[config.mk]
export PLATFORM = sky130hd
export DESIGN_NAME = atm_ctrl
export DESIGN_NICKNAME = d
export VERILOG_FILES = /design/src/rtl/atm_pkg.sv /design/src/rtl/atm_amount_acc.sv /design/src/rtl/atm_bcd_decode.sv /design/src/rtl/atm_hold_timer.sv /design/src/rtl/atm_ctrl.sv
export SDC_FILE = /design/constraint.sdc
export NUM_CORES = 1
export LEC_CHECK = 0
export CORE_ASPECT_RATIO = 0.9
export CORE_UTILIZATION = 45
export DETAILED_ROUTE_END_ITERATION = 8
export DONT_BUFFER_PORTS = 1
export SYNTH_ARGS = -nofsm -noshare
export SYNTH_HDL_FRONTEND = slang
export SYNTH_SLANG_ARGS = --single-unit
[constraint.sdc]
create_clock -name clk -period 16.65 [get_ports clk]
set_clock_uncertainty 0.05 [all_clocks]
set_input_delay 4.995 -clock clk [delete_from_list [all_inputs] [get_ports clk]]
set_output_delay 4.995 -clock clk [all_outputs]
set_load 0.01 [all_outputs]
[src/rtl/atm_pkg.sv]
package atm_pkg;

    typedef enum logic [3:0] {
        ST_PIN,
        ST_MENU,
        ST_WDR,
        ST_DEP,
        ST_CHK,
        ST_NEWPIN,
        ST_BLINK,
        ST_RESULT
    } state_t;

    typedef enum logic [2:0] {
        SVC_BAL = 3'd0,
        SVC_WDR = 3'd1,
        SVC_DEP = 3'd2,
        SVC_CHK = 3'd3,
        SVC_PIN = 3'd4
    } svc_t;

    localparam logic [3:0] MSG_PIN_PROMPT = 4'd0;
    localparam logic [3:0] MSG_MENU_BASE  = 4'd1;
    localparam logic [3:0] MSG_BALANCE    = 4'd6;
    localparam logic [3:0] MSG_ENTER      = 4'd7;
    localparam logic [3:0] MSG_CONFIRM    = 4'd8;
    localparam logic [3:0] MSG_ERR_PIN    = 4'd9;
    localparam logic [3:0] MSG_ERR_AMT    = 4'd10;
    localparam logic [3:0] MSG_ERR_FUNDS  = 4'd11;
    localparam logic [3:0] MSG_ERR_CEIL   = 4'd12;
    localparam logic [3:0] MSG_ERR_SAME   = 4'd13;
    localparam logic [3:0] MSG_ERR_BCD    = 4'd14;
    localparam logic [3:0] MSG_PIN_DONE   = 4'd15;

    localparam int VAL_UP    = 10;
    localparam int VAL_RIGHT = 20;
    localparam int VAL_LEFT  = 50;
    localparam int VAL_DOWN  = 100;

endpackage

[src/rtl/atm_amount_acc.sv]
module atm_amount_acc #(
    parameter int W = 11
) (
    input  logic         clk,
    input  logic         rst_n,
    input  logic         clr,
    input  logic         add_en,
    input  logic [W-1:0] add_val,
    output logic [W-1:0] total
);
    logic [W:0] sum;

    assign sum = {1'b0, total} + {1'b0, add_val};

    always_ff @(posedge clk) begin
        if (!rst_n || clr) begin
            total <= '0;
        end else if (add_en) begin
            total <= sum[W] ? '1 : sum[W-1:0];
        end
    end
endmodule

[src/rtl/atm_bcd_decode.sv]
module atm_bcd_decode #(
    parameter int DIGITS = 4,
    parameter int VAL_W  = 14
) (
    input  logic [4*DIGITS-1:0] bcd,
    output logic [VAL_W-1:0]    value,
    output logic                all_ok
);
    logic [DIGITS-1:0] dig_ok;

    for (genvar g = 0; g < DIGITS; g++) begin : g_digit
        assign dig_ok[g] = (bcd[4*g +: 4] <= 4'd9);
    end

    assign all_ok = &dig_ok;

    always_comb begin
        value = '0;
        for (int i = DIGITS - 1; i >= 0; i--) begin
            value = value * VAL_W'(10) + VAL_W'(bcd[4*i +: 4]);
        end
    end
endmodule

[src/rtl/atm_hold_timer.sv]
module atm_hold_timer #(
    parameter int CYCLES = 500_000_000
) (
    input  logic clk,
    input  logic rst_n,
    input  logic run,
    output logic done
);
    localparam int CW = (CYCLES > 1) ? $clog2(CYCLES) : 1;

    logic [CW-1:0] cnt;

    assign done = run && (cnt == CW'(CYCLES - 1));

    always_ff @(posedge clk) begin
        if (!rst_n || !run) begin
            cnt <= '0;
        end else if (!done) begin
            cnt <= cnt + 1'b1;
        end
    end
endmodule

[src/rtl/atm_ctrl.sv]
module atm_ctrl
    import atm_pkg::*;
#(
    parameter int AMT_W        = 11,
    parameter int SW_W         = 16,
    parameter int PIN_W        = 8,
    parameter int BLINK_CYCLES = 500_000_000,
    parameter int INIT_BALANCE = 500,
    parameter int MAX_BALANCE  = 1500,
    parameter int WDR_LIMIT    = 500,
    parameter int WDR_STEP     = 20
) (
    input  logic             clk,
    input  logic             rst_n,
    input  logic [SW_W-1:0]  sw,
    input  logic             btn_up,
    input  logic             btn_down,
    input  logic             btn_left,
    input  logic             btn_right,
    input  logic             btn_ctr,
    output logic [AMT_W-1:0] disp_amount,
    output logic [3:0]       msg_code,
    output logic             blink
);
    localparam int BCD_DIGITS = SW_W / 4;
    localparam int CHK_W      = $clog2(10 ** BCD_DIGITS);
    localparam int SUM_W      = ((CHK_W > AMT_W) ? CHK_W : AMT_W) + 1;

    localparam logic [AMT_W-1:0] LIMIT_V = AMT_W'(WDR_LIMIT);
    localparam logic [AMT_W-1:0] STEP_V  = AMT_W'(WDR_STEP);
    localparam logic [SUM_W-1:0] CEIL_V  = SUM_W'(MAX_BALANCE);

    state_t             state_q, state_d;
    svc_t               svc_q, svc_d;
    logic [AMT_W-1:0]   balance_q, balance_d;
    logic [PIN_W-1:0]   pin_q, pin_d;
    logic [3:0]         res_msg_q, res_msg_d;
    logic [AMT_W-1:0]   shown_q, shown_d;

    logic [AMT_W-1:0]   acc_total;
    logic [AMT_W-1:0]   add_val;
    logic               any_amt_btn;
    logic               acc_clr;
    logic               acc_add;
    logic [CHK_W-1:0]   chk_val;
    logic               chk_ok;
    logic               hold_done;
    logic [SUM_W-1:0]   dep_sum;
    logic [SUM_W-1:0]   chk_sum;
    logic               pin_match;

    // amount button decode, priority down > left > right > up
    always_comb begin
        if (btn_down) begin
            add_val = AMT_W'(VAL_DOWN);
        end else if (btn_left) begin
            add_val = AMT_W'(VAL_LEFT);
        end else if (btn_right) begin
            add_val = AMT_W'(VAL_RIGHT);
        end else begin
            add_val = AMT_W'(VAL_UP);
        end
    end

    assign any_amt_btn = btn_up | btn_down | btn_left | btn_right;
    assign acc_clr     = (state_q == ST_MENU);
    assign acc_add     = any_amt_btn && ((state_q == ST_WDR) || (state_q == ST_DEP));

    atm_amount_acc #(
        .W (AMT_W)
    ) u_acc (
        .clk     (clk),
        .rst_n   (rst_n),
        .clr     (acc_clr),
        .add_en  (acc_add),
        .add_val (add_val),
        .total   (acc_total)
    );

    atm_bcd_decode #(
        .DIGITS (BCD_DIGITS),
        .VAL_W  (CHK_W)
    ) u_bcd (
        .bcd    (sw[4*BCD_DIGITS-1:0]),
        .value  (chk_val),
        .all_ok (chk_ok)
    );

    atm_hold_timer #(
        .CYCLES (BLINK_CYCLES)
    ) u_hold (
        .clk   (clk),
        .rst_n (rst_n),
        .run   (state_q == ST_BLINK),
        .done  (hold_done)
    );

    assign dep_sum   = SUM_W'(balance_q) + SUM_W'(acc_total);
    assign chk_sum   = SUM_W'(balance_q) + SUM_W'(chk_val);
    assign pin_match = (sw[PIN_W-1:0] == pin_q);

    // state register
    always_ff @(posedge clk) begin
        if (!rst_n) begin
            state_q   <= ST_PIN;
            svc_q     <= SVC_BAL;
            balance_q <= AMT_W'(INIT_BALANCE);
            pin_q     <= '0;
            res_msg_q <= MSG_PIN_PROMPT;
            shown_q   <= '0;
        end else begin
            state_q   <= state_d;
            svc_q     <= svc_d;
            balance_q <= balance_d;
            pin_q     <= pin_d;
            res_msg_q <= res_msg_d;
            shown_q   <= shown_d;
        end
    end

    // next state and register updates
    always_comb begin
        state_d   = state_q;
        svc_d     = svc_q;
        balance_d = balance_q;
        pin_d     = pin_q;
        res_msg_d = res_msg_q;
        shown_d   = shown_q;
        unique case (state_q)
            ST_PIN: begin
                if (btn_ctr) begin
                    if (pin_match) begin
                        state_d = ST_MENU;
                        svc_d   = SVC_BAL;
                    end else begin
                        res_msg_d = MSG_ERR_PIN;
                    end
                end
            end
            ST_MENU: begin
                if (btn_ctr) begin
                    unique case (svc_q)
                        SVC_BAL: begin
                            state_d   = ST_RESULT;
                            res_msg_d = MSG_BALANCE;
                        end
                        SVC_WDR: state_d = ST_WDR;
                        SVC_DEP: state_d = ST_DEP;
                        SVC_CHK: state_d = ST_CHK;
                        SVC_PIN: state_d = ST_NEWPIN;
                        default: state_d = ST_MENU;
                    endcase
                end else if (btn_up) begin
                    svc_d = (svc_q == SVC_PIN) ? SVC_BAL : svc_t'(svc_q + 3'd1);
                end else if (btn_down) begin
                    svc_d = (svc_q == SVC_BAL) ? SVC_PIN : svc_t'(svc_q - 3'd1);
                end
            end
            ST_WDR: begin
                if (btn_ctr) begin
                    if (((acc_total % STEP_V) != '0) || (acc_total > LIMIT_V)) begin
                        state_d   = ST_RESULT;
                        res_msg_d = MSG_ERR_AMT;
                    end else if (acc_total > balance_q) begin
                        state_d   = ST_RESULT;
                        res_msg_d = MSG_ERR_FUNDS;
                    end else begin
                        state_d   = ST_BLINK;
                        balance_d = balance_q - acc_total;
                        shown_d   = acc_total;
                    end
                end
            end
            ST_DEP: begin
                if (btn_ctr) begin
                    if (dep_sum > CEIL_V) begin
                        state_d   = ST_RESULT;
                        res_msg_d = MSG_ERR_CEIL;
                    end else begin
                        state_d   = ST_BLINK;
                        balance_d = dep_sum[AMT_W-1:0];
                        shown_d   = acc_total;
                    end
                end
            end
            ST_CHK: begin
                if (btn_ctr) begin
                    if (!chk_ok) begin
                        state_d   = ST_RESULT;
                        res_msg_d = MSG_ERR_BCD;
                    end else if (chk_sum > CEIL_V) begin
                        state_d   = ST_RESULT;
                        res_msg_d = MSG_ERR_CEIL;
                    end else begin
                        state_d   = ST_BLINK;
                        balance_d = chk_sum[AMT_W-1:0];
                        shown_d   = AMT_W'(chk_val);
                    end
                end
            end
            ST_NEWPIN: begin
                if (btn_ctr) begin
                    state_d = ST_RESULT;
                    if (pin_match) begin
                        res_msg_d = MSG_ERR_SAME;
                    end else begin
                        pin_d     = sw[PIN_W-1:0];
                        res_msg_d = MSG_PIN_DONE;
                    end
                end
            end
            ST_BLINK: begin
                if (hold_done) begin
                    state_d   = ST_RESULT;
                    res_msg_d = MSG_BALANCE;
                end
            end
            ST_RESULT: begin
                if (btn_ctr) begin
                    state_d = ST_MENU;
                end
            end
            default: state_d = ST_PIN;
        endcase
    end

    // outputs
    always_comb begin
        disp_amount = '0;
        msg_code    = res_msg_q;
        blink       = 1'b0;
        unique case (state_q)
            ST_PIN: begin
                msg_code = res_msg_q;
            end
            ST_MENU: begin
                msg_code = MSG_MENU_BASE + {1'b0, svc_q};
            end
            ST_WDR, ST_DEP: begin
                msg_code    = MSG_ENTER;
                disp_amount = acc_total;
            end
            ST_CHK, ST_NEWPIN: begin
                msg_code = MSG_ENTER;
            end
            ST_BLINK: begin
                msg_code    = MSG_CONFIRM;
                disp_amount = shown_q;
                blink       = 1'b1;
            end
            ST_RESULT: begin
                msg_code    = res_msg_q;
                disp_amount = balance_q;
            end
            default: msg_code = res_msg_q;
        endcase
    end
endmodule

Yosys cells after proc, flatten, opt, wreduce, memory -nomap -nowiden
Index checks and enable logic that the tools add are counted.

Add/sub/neg operators: 11. $mul: 3. Div/mod/pow operators: 1. Bitwise gates (word level): 4. Equal/unequal tests: 34. Muxes and demuxes: 65. Reductions and logical operators: 22. Magnitude comparators: 8.

Operators by type and width (number): 11-bit two-way mux (17); 11-bit one-hot mux with 3 select lines (3); 4-bit two-way mux (23); 14-bit by 4-bit adder with 14-bit output (3); 2-bit != test, second input constant (17); 4-bit one-hot mux with 8 select lines (1); 29-bit by 1-bit adder with 29-bit output, second input constant (1); 29-bit equality test, second input constant (1); 14-bit by 3-bit multiplier with 13-bit output, second input constant (2); 4-bit one-hot mux with 7 select lines (1); 3-bit two-way mux (7); 9-bit AND reduction (2); 4-bit by 3-bit equality test with 1-bit output, second input constant (4); 4-bit less-or-equal comparator, second input constant (4); 11-bit by 14-bit adder with 15-bit output (1); 15-bit by 11-bit > comparator with 1-bit output, second input constant (1); 3-bit one-hot mux with 5 select lines (1); 13-bit AND reduction (1); 11-bit by 11-bit adder with 12-bit output (1); 11-bit by 7-bit adder with 12-bit output (1); 12-bit by 11-bit > comparator with 1-bit output, second input constant (1); 4-bit one-hot mux with 3 select lines (1); 11-bit > comparator (1); 11-bit by 9-bit > comparator with 1-bit output, second input constant (1); other kinds (37) (52).

Output and inout port bits: 16. Register bits after elaboration: 81.

Logic depth before layout (Yosys ltp)
Depth after elaboration: 12. Mapped depth: 29. Depth with buffers taken out: 28.

Hierarchy
A second synthesis with hierarchy kept.

Cell total of the unflattened synthesis: 1196. Area total of the unflattened synthesis: 9454.1 um2.

Modules (own cells, without submodules): atm_ctrl (area each 5431.5 um2, cells an instance 730, instances 1, seq. area each 800.8 um2); atm_bcd_decode (area each 1674.1 um2, cells an instance 198, instances 1, seq. area each 0.0 um2); atm_hold_timer (area each 1470.2 um2, cells an instance 170, instances 1, seq. area each 580.6 um2); atm_amount_acc (area each 878.3 um2, cells an instance 98, instances 1, seq. area each 220.2 um2).

Worst setup path after synthesis
Ideal clock, no wire load.

Path kind: input -> register. Start point: input port sw[9]. End point: register balance_q[2]. Setup slack: 5.479 ns. Data arrival time: 10.983 ns. Library setup time: 0.138 ns. Data required time: 16.462 ns. Stages: 28. Path through: ha_1 -> fa_1 -> xor2_1 -> ha_1 -> ha_1 -> inv_1 -> fa_1 -> nor3b_1 -> xor2_1 -> ha_1 -> ha_1 -> o21ai_1 -> nor2_2 -> and2b_1 -> xor2_1 -> ha_1 -> clkbuf_1 -> nor3b_1 -> a2111oi_0 -> o311ai_0 -> nand3_1 -> nor4_1 -> o211ai_1 -> nor3b_1 -> a31oi_1 -> nor3_2 -> buf_6 -> a31oi_2.

Cells in the longest elaborated chain, start to end: 9.

Ends and longest elaborated chain: start: declaration (RTL line atm_ctrl.sv:15) `input logic [SW_W-1:0] sw,`; 14-bit by 4-bit adder with 14-bit output (RTL line atm_bcd_decode.sv:20) `value = value * VAL_W'(10) + VAL_W'(bcd[4*i +: 4]);`; 14-bit by 3-bit multiplier with 13-bit output (RTL line atm_bcd_decode.sv:20); 14-bit by 4-bit adder with 14-bit output (RTL line atm_bcd_decode.sv:20); 14-bit by 3-bit multiplier with 13-bit output (RTL line atm_bcd_decode.sv:20); 14-bit by 4-bit adder with 14-bit output (RTL line atm_bcd_decode.sv:20); 11-bit by 14-bit adder with 15-bit output (RTL line atm_ctrl.sv:99) `assign chk_sum = SUM_W'(balance_q) + SUM_W'(chk_val);`; 15-bit by 11-bit > comparator with 1-bit output (RTL line atm_ctrl.sv:191) `end else if (chk_sum > CEIL_V) begin`; 2-bit != test (no line); 9-bit AND reduction (no line) (*); end signal: assignment (RTL line atm_ctrl.sv:107) `balance_q <= AMT_W'(INIT_BALANCE);`; end signal: assignment (RTL line atm_ctrl.sv:114) `balance_q <= balance_d;`; end: declaration (RTL line atm_ctrl.sv:35) `logic [AMT_W-1:0] balance_q, balance_d;`.

Mark *: on every way between the ends. The rest lies on a longest branch, timed or not. A chain may end at the register's enable or synchronous reset.

Worst setup path in the final report
Start point: input port sw[12]. End point: register shown_q[3].

Cells in the longest elaborated chain, start to end: 10.

Ends and longest elaborated chain: 4-bit by 3-bit multiplier with 7-bit output (RTL line atm_bcd_decode.sv:20); 14-bit by 4-bit adder with 14-bit output (RTL line atm_bcd_decode.sv:20); 14-bit by 3-bit multiplier with 13-bit output (RTL line atm_bcd_decode.sv:20); 14-bit by 4-bit adder with 14-bit output (RTL line atm_bcd_decode.sv:20); 14-bit by 3-bit multiplier with 13-bit output (RTL line atm_bcd_decode.sv:20); 14-bit by 4-bit adder with 14-bit output (RTL line atm_bcd_decode.sv:20); 11-bit by 14-bit adder with 15-bit output / 11-bit two-way mux (equally long branches) (RTL line atm_ctrl.sv:99, atm_ctrl.sv:191); 15-bit by 11-bit > comparator with 1-bit output / 11-bit two-way mux (equally long branches) (RTL line atm_ctrl.sv:191, atm_ctrl.sv:188); 2-bit != test (no line) / 11-bit two-way mux (equally long branches); 9-bit AND reduction (no line) / 11-bit one-hot mux with 3 select lines (equally long branches); end signal: assignment (RTL line atm_ctrl.sv:117) `shown_q <= shown_d;`; end: declaration (RTL line atm_ctrl.sv:38) `logic [AMT_W-1:0] shown_q, shown_d;`.

Parallel ways exist; a longest one is shown, timed or not. The select of a mux whose other input is x is not followed.

==> metrics <==
status=finished, final reports clean; n_diodes=0; CP max FO=12; Netlist cell types=95; total power=slightly above 2000 uW; DRT Pass-1 Iters=5; Clock Latency Late Sink=around 0.35 ns; # hold bufs at CTS=0; R2R depth=12; #FFs+latches synth=80; Remaining Overflow, GRT=0; CTS root buffer=clkbuf_16; vias in the first global route=around 7700; area of the multi-input gates=around 0.0069 sq mm; cts repair resizes=0; CORE AREA=~0.019 sq mm; CTS clk-pin slew, worst paths=roughly 0.07 ns; CP Launch Point=sw[12]; Rel. slew slack=0.267; Mapped Area=~0.009 sq mm; final slew viol count=0; CTS tree=built; Synth Warn #=0; R2R Path Start=u_acc.total[6]$_SDFFE_PP0P_; DIE AREA=0.0206 sq mm; Critical Path AT=approximately 12 ns; post-DR vias/cell=6.17; cells after synthesis=approximately 1100; Internal=slightly below 1000 uW; Initial Utilization=0.464; DRC=0; initial drt markers=615; initial antenna violation count=0; largest net degree at the start of global routing=between 40 and 50; minimum clock period=~12 ns; CP Capture Point=shown_q[3]$_SDFFE_PN0P_; unrepaired setup endpoints after global routing=no; first-pass GRT wire length=~40000 um; vias after detailed routing=between 8000 and 9000; Ports=39; Clock H-tree levels=3; Die H=about 140 um; gr usage total=0.251; CP startpoint kind=primary input; DR WL/cell=about 19 um; Synth Area per Inst=roughly 8.0 sq um; syn nets=~1300; Switch Pwr=a little over 1000 uW; Synth-to-Final Area Change=5.30%; critical path capture point type=flip-flop; required time worst endpoint=between 15 and 20 ns; gpl congestion=between 0.9 and 1; Post-CTS Setup Bufs=0; Highest Clock Rate=between 80 and 90 MHz; number of I/O port buffers=0; share of cells above drive strength 1=0.0727; Fillers=roughly 1900; Sequential Area=between 0.0015 and 0.002 sq mm; power share of the clock group=0.116; Nets=approximately 1200; sequential area share after synthesis=0.178; width of the die=151 um; HPWL Detailed=19100 um; Routed Antenna Nets=0; capturing point of the worst reg2reg path=shown_q[3]$_SDFFE_PN0P_; CTS Buf Count=9; flop-to-flop setup slack=around 11 ns; Worst VDD drop=approximately 0.19 mV; setup violators final=0; Leak Pwr=~0.0036 uW; Rows=48; Hold/Removal Path Class=flip-flop to flip-flop; sequential power share=0.105; clk sinks=80; Post-synth EDFFs=0; switching share of total power=0.511; Max Cap Viol=0; Period Utilization, post-route=0.731; CP Class=primary input to flip-flop; wirelength, routed=25100 um; clock tree buffer depth=2; Setup TNS=0 ns; Post-synth ARST share=0; combinational share of power=0.779; cell area power density=~210 mW/mm^2; worst-margin pin slew=between 1 and 1.5 ns; ys flop type=dfxtp_1; final hold viol count=0
layout by cell type, fill, tap and decap left out, types with 16 or more instances in the layout:
| master | synthesis | routed |
|---|---|---|
| nand2_1 | 62 | 62 |
| inv_1 | 61 | 61 |
| or3_1 | 16 | 16 |
| nor2b_1 | 17 | 17 |
| xnor2_1 | 45 | 45 |
| nor3_1 | 25 | 25 |
| o21ai_0 | 54 | 54 |
| nor2_1 | 123 | 123 |
| a211oi_1 | 20 | 20 |
| a31oi_1 | 20 | 20 |
| mux2i_1 | 38 | 38 |
| nand3_1 | 23 | 23 |
| nand4_1 | 20 | 20 |
| dfxtp_1 | 80 | 79 |
| xor2_1 | 45 | 45 |
| ha_1 | 92 | 92 |
| nor3b_1 | 16 | 16 |
| a21oi_1 | 62 | 62 |
critical path: stages:
cell       delay [ns]
ha_1             0.28
ha_1             0.35
inv_1            0.05
o21bai_1         0.16
xor2_1           0.22
ha_1             0.28
inv_1            0.09
fa_1             0.44
nor3b_1          0.35
xor2_1           0.24
ha_1             0.27
ha_1             0.33
o21ai_1          0.12
nor2_2           0.18
and2b_1          0.24
xor2_1           0.25
ha_1             0.37
nor3b_1          0.19
a2111oi_0        0.39
o311ai_0         0.30
nand3_1          0.16
nor4_1           0.06
o211ai_1         0.16
nor3b_1          0.46
a31oi_1          0.28
nor3_2           0.88
a311oi_1         0.19
Yosys cell counts (5+ instances only):
cell / instances / area [sq um]
nand4_1: 20 / 125
o21ai_1: 6 / 30.0
a31oi_1: 20 / 125
nor2_1: 123 / 462
a21oi_1: 62 / 310
nor2b_1: 17 / 106
and3_1: 10 / 62.6
o21a_1: 5 / 37.5
ha_1: 92 / 1150
xor2_1: 45 / 394
clkbuf_1: 29 / 109
o31ai_1: 6 / 45.0
o221a_2: 10 / 113
buf_2: 8 / 40.0
nand3b_1: 6 / 45.0
o311ai_0: 7 / 61.3
nand3_1: 23 / 115
xnor2_1: 45 / 394
inv_1: 61 / 229
o21bai_1: 6 / 45.0
nand2b_1: 13 / 81.3
mux2i_1: 38 / 380
or3_1: 16 / 100
and2_1: 5 / 31.3
a211oi_1: 20 / 150
a21boi_0: 6 / 45.0
a211o_1: 6 / 52.6
nand2_1: 62 / 233
nor4_1: 8 / 50.1
nor3b_1: 16 / 120
o21ai_0: 54 / 270
fa_1: 10 / 200
dfxtp_1: 80 / 1600
o211ai_1: 13 / 97.6
a21o_1: 13 / 97.6
nor3_1: 25 / 125
a211oi_2: 12 / 150
a221oi_1: 7 / 61.3
buf_1: 7 / 26.3
flip-flops by register name, indices dropped and copies added (netlist names):
register and flops:
u_hold.cnt 29, balance_q 11, shown_q 11, u_acc.total 11, pin_q 8, res_msg_q 4, state_q 3, svc_q 3
logic make-up after synthesis:
kind of cell	synth area share
muxes	0.0460
xor gates and xnor gates	0.0901
adders and majority gates	0.151
and+or+nand+nor	0.218
buffers and inverters	0.0553
AOI/OAI and AO/OA	0.261
DFF	0.178
stage by stage:
stage | hold WS (ns) | cells | cell area, sq um | setup WS, ns | util
after global routing | 0.453 | 1350 | 9490 | 3.83 | 0.489
after CTS | 0.416 | 1350 | 9490 | 4.59 | 0.489
after floorplan | 0.387 | 1127 | 9010 | 5.48 | -
final | 0.415 | 1350 | 9490 | 4.48 | 0.489
after detailed placement | 0.407 | 1334 | 9140 | 4.26 | 0.471
after global placement | 0.399 | 1334 | 9140 | 4.48 | 0.471
cell type report:
cell class | instances | area share
clock buffer | 11 | 0.0256
clock inverter | 5 | 0.0109
inverter | 66 | 0.0261
multi-input combinational | 929 | 0.728
sequential | 80 | 0.169
tap | 250 | 0.0330
timing repair buffer | 9 | 0.00712
power by group through the flow:
stage	registers [uW]	logic (uW)	clock network [uW]
after global placement	215	1510	0
after detailed placement	216	1540	0
after CTS	211	1560	237
after floorplan	207	1240	0
final	212	1580	235
after global routing	213	1740	246
layer usage:
| layer | wire [um] | track usage | up-vias |
|---|---|---|---|
| li1 | - | - | 4097 |
| met1 | 12100 | 0.365 | 3900 |
| met2 | 10700 | 0.372 | 290 |
| met3 | 1820 | 0.0446 | 39 |
| met4 | 490 | 0.0711 | 0 |
| met5 | 0 | 0 | - |
how the worst min path moves through the flow:
stage                                         start                         to  depth (start not counted)
after floorplan             shown_q[6]$_SDFFE_PN0P_    shown_q[6]$_SDFFE_PN0P_                          2
after detailed placement    shown_q[6]$_SDFFE_PN0P_    shown_q[6]$_SDFFE_PN0P_                          2
after CTS                   shown_q[6]$_SDFFE_PN0P_    shown_q[6]$_SDFFE_PN0P_                          2
after global routing      res_msg_q[2]$_SDFFE_PN0P_  res_msg_q[2]$_SDFFE_PN0P_                          2
final                       shown_q[6]$_SDFFE_PN0P_    shown_q[6]$_SDFFE_PN0P_                          2
after global placement      shown_q[6]$_SDFFE_PN0P_    shown_q[6]$_SDFFE_PN0P_                          2
Note: power is estimated with default switching activity, not from simulation.
